<file path="config.mk">
export PLATFORM = sky130hd
export DESIGN_NAME = fetch_ctl
export DESIGN_NICKNAME = d
export VERILOG_FILES = /design/src/rtl/fctl_pkg.sv /design/src/rtl/fctl_thread.sv /design/src/rtl/fctl_reqsel.sv /design/src/rtl/fctl_stall.sv /design/src/rtl/fetch_ctl.sv
export SDC_FILE = /design/constraint.sdc
export NUM_CORES = 1
export LEC_CHECK = 0
export ABC_AREA = 1
export ABC_CLOCK_PERIOD_IN_PS = 2500
export BUFFER_PORTS_ARGS = -buffer_cell sky130_fd_sc_hd__clkbuf_2
export CAP_MARGIN = 20
export CORE_ASPECT_RATIO = 2
export CORE_UTILIZATION = 35
export DETAILED_ROUTE_END_ITERATION = 16
export HOLD_SLACK_MARGIN = 0.02
export PLACE_DENSITY = 0.54
export SLEW_MARGIN = 10
export SYNTH_ARGS = -nofsm -noshare
export SYNTH_HDL_FRONTEND = slang
export SYNTH_HIERARCHICAL = 1
export SYNTH_SLANG_ARGS = --single-unit
</file>
<file path="constraint.sdc">
create_clock -name clk -period 2.5 [get_ports clk]
set_input_delay 0 -clock clk [delete_from_list [all_inputs] [get_ports clk]]
set_output_delay 0 -clock clk [all_outputs]
set_load 0.005 [all_outputs]
</file>
<file path="src/rtl/fctl_pkg.sv">
package fctl_pkg;
    localparam int ADDR_W     = 32;
    localparam int GRP_LOG    = 4;
    localparam int REGION_LOG = 11;

    typedef logic [ADDR_W-1:0] addr_t;

    function automatic addr_t next_group(addr_t a);
        addr_t step;
        addr_t mask;
        step = addr_t'(1) << GRP_LOG;
        mask = step - addr_t'(1);
        return (a + step) & ~mask;
    endfunction

    function automatic logic same_region(addr_t a, addr_t b);
        return a[ADDR_W-1:REGION_LOG] == b[ADDR_W-1:REGION_LOG];
    endfunction
endpackage

</file>
<file path="src/rtl/fctl_thread.sv">
module fctl_thread
    import fctl_pkg::*;
#(
    parameter addr_t RST_ADDR = '0
) (
    input  logic  clk,
    input  logic  rst_n,
    input  logic  flush_i,
    input  addr_t flush_tgt_i,
    input  logic  miss_i,
    input  addr_t miss_addr_i,
    input  logic  grant_i,
    input  logic  fill_i,
    input  logic  issue_i,
    output addr_t addr_o,
    output logic  en_o,
    output logic  ready_o,
    output addr_t pend_addr_o
);
    typedef struct packed {
        addr_t addr;
        addr_t pend_addr;
        logic  hold;
        logic  pend;
        logic  busy;
    } thr_st_t;

    thr_st_t st_d, st_q;

    always_comb begin
        st_d = st_q;
        if (issue_i) begin
            st_d.busy = 1'b1;
            st_d.pend = 1'b0;
        end
        if (fill_i) begin
            st_d.busy = 1'b0;
            if (!st_q.pend) st_d.hold = 1'b0;
        end
        if (flush_i) begin
            st_d.addr = flush_tgt_i;
            st_d.hold = 1'b0;
            st_d.pend = 1'b0;
        end else if (miss_i) begin
            st_d.addr      = miss_addr_i;
            st_d.hold      = 1'b1;
            st_d.pend      = 1'b1;
            st_d.pend_addr = miss_addr_i;
        end else if (grant_i) begin
            st_d.addr = next_group(st_q.addr);
        end
    end

    always_ff @(posedge clk) begin
        if (!rst_n) st_q <= '{RST_ADDR, '0, 1'b0, 1'b0, 1'b0};
        else        st_q <= st_d;
    end

    assign addr_o      = st_q.addr;
    assign en_o        = !st_q.hold;
    assign ready_o     = st_q.pend && !st_q.busy;
    assign pend_addr_o = st_q.pend_addr;


    one_in_flight_chk: assert property (@(posedge clk) disable iff (!rst_n)
        issue_i |-> !st_q.busy);

    flush_reenable_chk: assert property (@(posedge clk) disable iff (!rst_n)
        flush_i |=> en_o);

    miss_disable_chk: assert property (@(posedge clk) disable iff (!rst_n)
        (miss_i && !flush_i) |=> !en_o);

    parked_addr_chk: assert property (@(posedge clk) disable iff (!rst_n)
        (!en_o && !flush_i && !miss_i) |=> addr_o == $past(addr_o));

    queued_stays_off_chk: assert property (@(posedge clk) disable iff (!rst_n)
        (fill_i && st_q.pend && !flush_i) |=> !en_o);
endmodule

</file>
<file path="src/rtl/fctl_reqsel.sv">
module fctl_reqsel
    import fctl_pkg::*;
#(
    parameter int NTHR  = 4,
    parameter int TID_W = $clog2(NTHR)
) (
    input  logic                   clk,
    input  logic                   rst_n,
    input  logic [NTHR-1:0]        ready_i,
    input  logic [NTHR*ADDR_W-1:0] pend_addr_i,
    output logic                   vld_o,
    output logic [TID_W-1:0]       tid_o,
    output addr_t                  addr_o,
    output logic [NTHR-1:0]        issue_o
);
    always_comb begin
        vld_o   = 1'b0;
        tid_o   = '0;
        addr_o  = '0;
        issue_o = '0;
        for (int t = NTHR - 1; t >= 0; t--) begin
            if (ready_i[t]) begin
                vld_o   = 1'b1;
                tid_o   = TID_W'(t);
                addr_o  = pend_addr_i[t*ADDR_W +: ADDR_W];
                issue_o = NTHR'(1) << t;
            end
        end
    end


    single_issue_chk: assert property (@(posedge clk) disable iff (!rst_n)
        $onehot0(issue_o));

    issue_from_ready_chk: assert property (@(posedge clk) disable iff (!rst_n)
        vld_o |-> ready_i[tid_o]);
endmodule

</file>
<file path="src/rtl/fctl_stall.sv">
module fctl_stall #(
    parameter int FILL_CYC = 4,
    parameter int BINV_CYC = 1,
    parameter int MAX_CYC  = (FILL_CYC > BINV_CYC) ? FILL_CYC : BINV_CYC,
    parameter int CW       = $clog2(MAX_CYC + 1)
) (
    input  logic clk,
    input  logic rst_n,
    input  logic fill_wr_i,
    input  logic binv_i,
    output logic stall_o
);
    logic [CW-1:0] cnt_d, cnt_q;

    always_comb begin
        cnt_d = (cnt_q != '0) ? cnt_q - CW'(1) : '0;
        if (binv_i && cnt_d < CW'(BINV_CYC))    cnt_d = CW'(BINV_CYC);
        if (fill_wr_i && cnt_d < CW'(FILL_CYC)) cnt_d = CW'(FILL_CYC);
    end

    always_ff @(posedge clk) begin
        if (!rst_n) cnt_q <= '0;
        else        cnt_q <= cnt_d;
    end

    assign stall_o = cnt_q != '0;


    fill_blocks_chk: assert property (@(posedge clk) disable iff (!rst_n)
        fill_wr_i |=> stall_o);

    binv_blocks_chk: assert property (@(posedge clk) disable iff (!rst_n)
        binv_i |=> stall_o);

    no_spurious_stall_chk: assert property (@(posedge clk) disable iff (!rst_n)
        (!fill_wr_i && !binv_i && !stall_o) |=> !stall_o);
endmodule

</file>
<file path="src/rtl/fetch_ctl.sv">
module fetch_ctl
    import fctl_pkg::*;
#(
    parameter int    NTHR       = 4,
    parameter int    TID_W      = $clog2(NTHR),
    parameter addr_t RST_ADDR   = '0,
    parameter int    FILL_STALL = 4,
    parameter int    BINV_STALL = 1
) (
    input  logic                   clk,
    input  logic                   rst_n,
    input  logic                   grant_vld,
    input  logic [TID_W-1:0]       grant_tid,
    input  logic                   flush_vld,
    input  logic [TID_W-1:0]       flush_tid,
    input  logic [ADDR_W-1:0]      flush_tgt,
    input  logic                   miss_vld,
    input  logic [TID_W-1:0]       miss_tid,
    input  logic [ADDR_W-1:0]      miss_addr,
    input  logic                   fill_vld,
    input  logic [TID_W-1:0]       fill_tid,
    input  logic [ADDR_W-1:0]      fill_line,
    input  logic                   binv_vld,
    output logic [NTHR*ADDR_W-1:0] fetch_addr,
    output logic [NTHR-1:0]        fetch_en,
    output logic                   l2_req_vld,
    output logic [TID_W-1:0]       l2_req_tid,
    output logic [ADDR_W-1:0]      l2_req_addr,
    output logic                   fill_wr,
    output logic                   fill_drop,
    output logic                   fetch_stall
);
    addr_t                  thr_addr [NTHR];
    logic [NTHR-1:0]        thr_ready;
    logic [NTHR-1:0]        thr_issue;
    logic [NTHR*ADDR_W-1:0] thr_pend;
    addr_t                  fill_cur;

    for (genvar t = 0; t < NTHR; t++) begin : g_thr
        logic grant_ok;
        assign grant_ok = grant_vld && (grant_tid == TID_W'(t))
                          && fetch_en[t] && !fetch_stall;

        fctl_thread #(.RST_ADDR(RST_ADDR)) u_thr (
            .clk         (clk),
            .rst_n       (rst_n),
            .flush_i     (flush_vld && flush_tid == TID_W'(t)),
            .flush_tgt_i (flush_tgt),
            .miss_i      (miss_vld && miss_tid == TID_W'(t)),
            .miss_addr_i (miss_addr),
            .grant_i     (grant_ok),
            .fill_i      (fill_vld && fill_tid == TID_W'(t)),
            .issue_i     (thr_issue[t]),
            .addr_o      (thr_addr[t]),
            .en_o        (fetch_en[t]),
            .ready_o     (thr_ready[t]),
            .pend_addr_o (thr_pend[t*ADDR_W +: ADDR_W])
        );
        assign fetch_addr[t*ADDR_W +: ADDR_W] = thr_addr[t];
    end

    fctl_reqsel #(.NTHR(NTHR), .TID_W(TID_W)) u_sel (
        .clk         (clk),
        .rst_n       (rst_n),
        .ready_i     (thr_ready),
        .pend_addr_i (thr_pend),
        .vld_o       (l2_req_vld),
        .tid_o       (l2_req_tid),
        .addr_o      (l2_req_addr),
        .issue_o     (thr_issue)
    );

    assign fill_cur  = thr_addr[fill_tid];
    assign fill_wr   = fill_vld && same_region(fill_cur, fill_line);
    assign fill_drop = fill_vld && !same_region(fill_cur, fill_line);

    fctl_stall #(.FILL_CYC(FILL_STALL), .BINV_CYC(BINV_STALL)) u_stall (
        .clk       (clk),
        .rst_n     (rst_n),
        .fill_wr_i (fill_wr),
        .binv_i    (binv_vld),
        .stall_o   (fetch_stall)
    );


    fill_decide_chk: assert property (@(posedge clk) disable iff (!rst_n)
        fill_vld |-> (fill_wr != fill_drop));

    fill_quiet_chk: assert property (@(posedge clk) disable iff (!rst_n)
        !fill_vld |-> !(fill_wr || fill_drop));
endmodule

</file>
# == After elaboration in Yosys (flattened, before gate mapping) ==
# Index checks and enable logic that the tools add are counted.
# word_totals
regBits,271
latchBits,0
ram_bits,0
mem_bits_ro,0
input_bits,111
output_inout_bits,170
mem_count,0
# op_classes
add_sub_neg,5
mul,0
div_mod_pow,0
magnitude_cmp,3
eq_ne,17
shift,0
mux,50
n_bitwise,6
n_reduce_logical,76
# ops
cell,count
2-to-1 mux 32 bit,18
adder 32 x 5 -> 32 bit (second input constant),4
binary-select mux 32 bit (select 2 bit),1
logical AND 1 bit,32
2-to-1 mux 2 bit,12
equality test 21 bit,1
OR reduction 2 bit,9
equality test 2 bit (second input constant),8
2-to-1 mux 4 bit,4
AND reduction 2 bit,8
nonzero test 2 bit,8
nonzero test 3 bit,5
2-to-1 mux 1 bit,12
logical NOT 1 bit,10
2-to-1 mux 3 bit,3
equality test 2 x 1 -> 1 bit (second input constant),4
logical NOT 2 bit,4
inequality test 2 x 1 -> 1 bit (second input constant),4
NOT 1 bit,5
greater-or-equal comparator 3 bit (second input constant),1
< comparator 3 x 1 -> 1 bit (second input constant),1
< comparator 3 bit (second input constant),1
NOT 2 -> 3 bit,1
subtractor 3 x 1 -> 3 bit (second input constant),1

# == Longest topological paths before layout ==
# logic_depth
word_depth,8
mapped_depth,17
depth_no_buf,15

# == By module ==
# The synthesis kept the hierarchy.
# modules_own_cells
mod,n_inst,cells_per_inst,area_each_um2
fctl_thread,4,571,3901.2
fctl_reqsel,1,294,1455.1
fetch_ctl,1,335,1358.8
fctl_stall,1,20,170.2

# == Worst setup path before layout ==
# OpenSTA, ideal clock, no wires.
# synth_path
path_type,flip-flop to flip-flop
from,register u_stall.cnt_q[0]
to,"register g_thr[0].u_thr.st_q, in the netlist g_thr[0].u_thr/addr_o[29]"
t_arrival_ns,2.011
slack_ns,0.365
path_stages_with_launch,11
n_path_buf,1
cell_sequence,dfxtp_1 > nor2_2 > ha_1 > inv_1 > inv_1 > nand3_1 > nor3_1 > nor2_8 > buf_2 > a221oi_1 > a21oi_1
# synth_between
elab_chain_len,4
# synth_rtl
element,line,rtl
"start, declared",fctl_stall.sv:13,"logic [CW-1:0] cnt_d, cnt_q;"
"start signal, assigned",fctl_stall.sv:23,else cnt_q <= cnt_d;
nonzero test 3 bit,fctl_stall.sv:26,assign stall_o = cnt_q != '0;
named net fetch_stall,fetch_ctl.sv:31,output logic fetch_stall
logical NOT 1 bit,fetch_ctl.sv:42,&& fetch_en[t] && !fetch_stall;
logical AND 1 bit,fetch_ctl.sv:42,
named net g_thr[0].grant_ok,fetch_ctl.sv:40,logic grant_ok;
nonzero test 3 bit (no source line),--,
"end signal, assigned",fctl_thread.sv:55,"if (!rst_n) st_q <= '{RST_ADDR, '0, 1'b0, 1'b0, 1'b0};"
"end signal, assigned",fctl_thread.sv:56,else st_q <= st_d;
"end, declared",fctl_thread.sv:28,"thr_st_t st_d, st_q;"
# The timed path passes the listed nets, and every way through them passes these cells.
# A chain may end at the register's enable or synchronous reset.

# == Worst setup path in the final report ==
# layout_path
from,"register g_thr[2].u_thr.st_q, in the netlist g_thr[2].u_thr/addr_o[14]"
to,output fill_wr
# layout_between
elab_chain_len,5
# layout_rtl
element,line,rtl
"start, declared",fctl_thread.sv:28,
"start signal, assigned",fctl_thread.sv:55,
"start signal, assigned",fctl_thread.sv:56,
binary-select mux 32 bit (select 2 bit),fetch_ctl.sv:73,assign fill_cur = thr_addr[fill_tid];
2-to-1 mux 32 bit (not written as such) (2 in series),fetch_ctl.sv:73,
equality test 21 bit,fctl_pkg.sv:17,return a[ADDR_W-1:REGION_LOG] == b[ADDR_W-1:REGION_LOG];
logical AND 1 bit,fetch_ctl.sv:74,"assign fill_wr = fill_vld && same_region(fill_cur, fill_line);"
"end, declared",fetch_ctl.sv:29,"output logic fill_wr,"
# No other way between the ends. The select of a mux whose other input is x is not followed.

==> results.txt <==
----------------------------------------------------
[Run status]
  Status ... finished clean

[Drt]
  Routed wire length ... 92.67 mm
  Vias per Instance ... 5.513
  Iter 0 DRT Violations ... 1915
  Number of routed nets with antenna violations ... 0
  DRC ... 0
  Detailed-routing iteration count for the pre-antenna-repair pass ... 5
  Routed WL per cell ... 24.86 um
  Vias ... 20550

[Worst hold path]
  Hold path startpoint ... fill_vld
  HP Class ... primary input to register
  End point of the most critical hold path ... u_stall/cnt_q[2]
  Number of cells traversed by the worst hold path ... 5

[Pwr]
  Combinational Power Share ... 22.2%
  Pint ... 7.930 mW
  Leak Pwr ... 8.782 nW
  Switching power of the nets ... between 4 and 5 mW
  Proportion of power drawn by flip-flops and latches ... 40.2%
  Maximum resistive drop on vdd ... 459.9 uV
  Power share of the clock group ... 37.6%
  Overall Power ... 11.97 mW
  Power per unit of standard cell area ... 574.3 mW/mm^2
  Switching Share ... 33.75%

[Critical path]
  Launching element type of the critical path ... register
  Worst reg2reg endpoint ... g_thr[3].u_thr/addr_o[7]
  Arrival time at the worst endpoint ... 2.42 ns
  Top cell by count, worst path ... nand2_1
  Reg2Reg Depth ... 12
  Source of the worst register-to-register timing path ... u_stall/cnt_q[2]
  Setup slack on the worst flop-to-flop path ... 0.10 ns
  Critical Path Slowest Stage Cell ... dfxtp_1
  Highest net fanout along the worst path ... 2
  Endpoint required time on the critical path ... 2.50 ns
  CP Class ... register to output port
  Endpoint type of the worst setup path ... output port
  Series of cell instances along the critical path ... nand2_2, nand2_1, nand2_1, nand3_1, nand2_1, nor2_1, nand2_1, nor2_1, nand3_1, nor2_2, buf_4, clkbuf_2
  Critical Path Max Stage Delay ... around 0.38 ns

[STA]
  Final setup violating endpoints ... 0
  RSZ-0062 raised after global routing ... yes
  Worst-Margin Slew ... 1.123 ns
  Final hold slack ... 0.01576 ns
  Worst slew slack as a fraction of its limit ... 25.02%
  Final setup slack of the worst path ... 0.07904 ns
  Worst-case clock skew ... between 0.04 and 0.05 ns
  Share of the cycle needed by the critical path after routing ... 96.84%
  Final Hold Vio Count ... 0
  Fin. max-slew vios ... 0
  Maximum frequency from static timing analysis ... a little over 400 MHz
  Setup tns final ... 0 ns
  Clock period minus final worst setup slack ... approximately 2.4 ns

[Yosys]
  Syn. warnings ... 6
  Share of the synthesized area in the top cell type ... 29.18%
  Sequential element share of the synthesized area ... 29.18%
  Post-Synthesis Cells ... 2933
  Avg Synthesized Cell Area ... 6.338 um^2
  Syn nets ... between 3000 and 4000
  Synth top area cells ... dfxtp_1, nand2_1, buf_4, a21oi_1, nor2_1
  Post-synthesis cell type with the largest combined area ... dfxtp_1
  Synth unique cells ... 38
  Register bit total from synthesis ... 271
  Synth Cell Area ... about 0.019 mm^2

[Global routing]
  Pin count of the biggest net entering global routing ... 60
  Global route total overflow ... 0
  Number of antenna violations at the first check in global routing ... 0
  Overall routing resource usage ... 33.60%
  Via count of the first global-routing pass ... around 19000
  Wire length of the first global-routing pass ... 130.4 mm

[CTS]
  Clk sinks ... 271
  Clock tree from TritonCTS ... done
  Clock latency on the worst-skew pair ... about 0.60 ns
  Buffers inserted during post-CTS setup optimization ... 0
  Number of buffers created by CTS ... 28
  CTS Buffer Depth ... 3
  Clock transition at the register clock pins on the worst setup and hold paths after CTS ... 0.07 ns
  Root Buffer Master ... clkbuf_16
  Number of H-tree levels ... 1

[Placed design]
  Dpl cell area ... roughly 0.019 mm^2
  Worst slack after detailed placement ... 0.08064 ns
  Hpwl dp ... ~71 mm
  Routability cong. ... approximately 1.0
  Port Buffers ... roughly 270

[Final layout]
  Total Nets Final ... about 3200
  Total non-filler cell area in the finished layout ... 0.02084 mm^2
  Sequential cell area ... 0.005435 mm^2
  Footprint of the multi-input gates ... 0.009886 mm^2
  Area added between synthesis and finish ... 12.12%
  Share of final-layout standard cells stronger than drive strength 1 ... 18.75%
  Fill count ... 5788

[Die]
  X dimension of the die ... 165.0 um
  Placeable core area ... 0.05256 mm^2
  Site row count ... 119
  Die span in y ... 327.9 um
  Die outline area ... 0.05409 mm^2
  Number of ports placed on the die boundary ... approximately 280
  Effective utilization at floorplan ... 35.37%

[Run]
  Maximum Capacitance Violations ... 0

----------------------------------------------------
-- cell type report --
class                   instances  area share (%)
multi-input cells            2121           47.43
flip-flops and latches        271           26.08
repair buffers                471           15.08
well taps                     665           3.992
clock buffers                  37           3.860
inverters                     147           2.780
clock inverters                15          0.7624
diodes                          1         0.01201
-- worst max-delay path, delay by kind of cell, from the launching register on --
family | cells | cell delay, ns
DFF | 1 | 0.38
and+or+nand+nor | 10 | 1.20
buffers and inverters | 2 | 0.23
-- power groups by stage --
stage / registers (mW) / clock network [mW] / logic (mW)
after floorplan: 4.84 / 0 / 1.52
after global placement: 4.89 / 0 / 2.46
final: 4.81 / 4.51 / 2.66
after CTS: 4.79 / 4.57 / 2.59
after global routing: 4.83 / 4.69 / 2.82
after detailed placement: 4.89 / 0 / 2.48
-- stage by stage --
step                      std cells  util (%)
after CTS                      3725     39.53
after floorplan                2933         -
after global routing           3727     39.65
final                          3728     39.65
after global placement         3597     36.25
after detailed placement       3597     36.25
-- cells by family (layout without fill, tap and decap cells) --
family	after synthesis	count (layout)	share of synthesized area, %
compound gates	537	537	16.56
fa+ha+maj	6	6	0.4038
other cells	0	1	0
buf+inv	542	670	17.98
simple gates	1545	1546	34.36
xor+xnor	32	32	1.508
flops	271	271	29.18
-- routing by layer --
layer	share of wire (%)	global-route usage, %
met5	0	0
met2	48	57.44
met4	11	29.34
met3	7.0	5.164
met1	35	35.30
-- cells in the mapped netlist (all sizes together) --
cell type  number
a21oi         271
a221oi         76
a31oi          44
a41oi           4
buf           353
clkbuf         42
dfxtp         271
ha              6
inv           147
nand2        1087
nand3         117
nand3b         15
nand4           5
nor2          294
nor3           26
o211ai          4
o21a            1
o21ai         129
o21bai          4
o22ai           4
or2             1
xnor2          12
xor2           20
-- cell usage in the layout (no fill, tap or decap), types with 5 or more instances in the layout --
cell           netlist  layout
nand3_1            116     116
a21oi_1            269     269
nor2_1             236     231
clkbuf_8             0       7
nor2_4              16      18
clkinv_2             0       6
buf_12               3       7
clkbuf_16            0      28
nor2_2              38      42
a221oi_1            76      76
dfxtp_1            271     263
nand2_1           1066    1062
ha_1                 6       6
nor3_1              26      22
a31oi_1             44      44
xor2_1              20      20
inv_1              122     122
nand3b_1            15      15
o21ai_0             88      88
nand2_2             21      25
dfxtp_2              0       8
clkbuf_2             0     268
dlygate4sd3_1        0      76
nand4_1              5       5
buf_4              266     120
xnor2_1             12      12
inv_4                5       6
o21ai_1             41      41
inv_2               18      17
-- flip-flops by register name, summed over array words and instances, names as in the netlist --
register                 count
g_thr.u_thr/addr_o         128
g_thr.u_thr/pend_addr_o    128
g_thr.u_thr/st_q            12
u_stall/cnt_q                3
-- timing repair --
item / in CTS / in global routing
hold buffers: 76 / 0
gates resized for setup: 0 / 16
endpoints found under the hold margin: 257 / 0
setup endpoints to repair: 0 / 13
-- how the worst max path moves through the flow --
stage | slack, ns | start | cells past startpoint | to
finish | 0.08 | g_thr[2].u_thr/addr_o[14] | 12 | fill_wr
global route | -0.008 | g_thr[0].u_thr/addr_o[13] | 13 | fill_wr
CTS | 0.005 | g_thr[2].u_thr/addr_o[30] | 12 | fill_wr
detailed placement | 0.08 | u_stall/cnt_q[2] | 11 | g_thr[0].u_thr/addr_o[4]
global placement | 0.12 | u_stall/cnt_q[2] | 11 | g_thr[0].u_thr/addr_o[6]
floorplan | 0.36 | u_stall/cnt_q[0] | 10 | g_thr[0].u_thr/addr_o[29]
No activity file was read; power rests on OpenSTA's default activity.
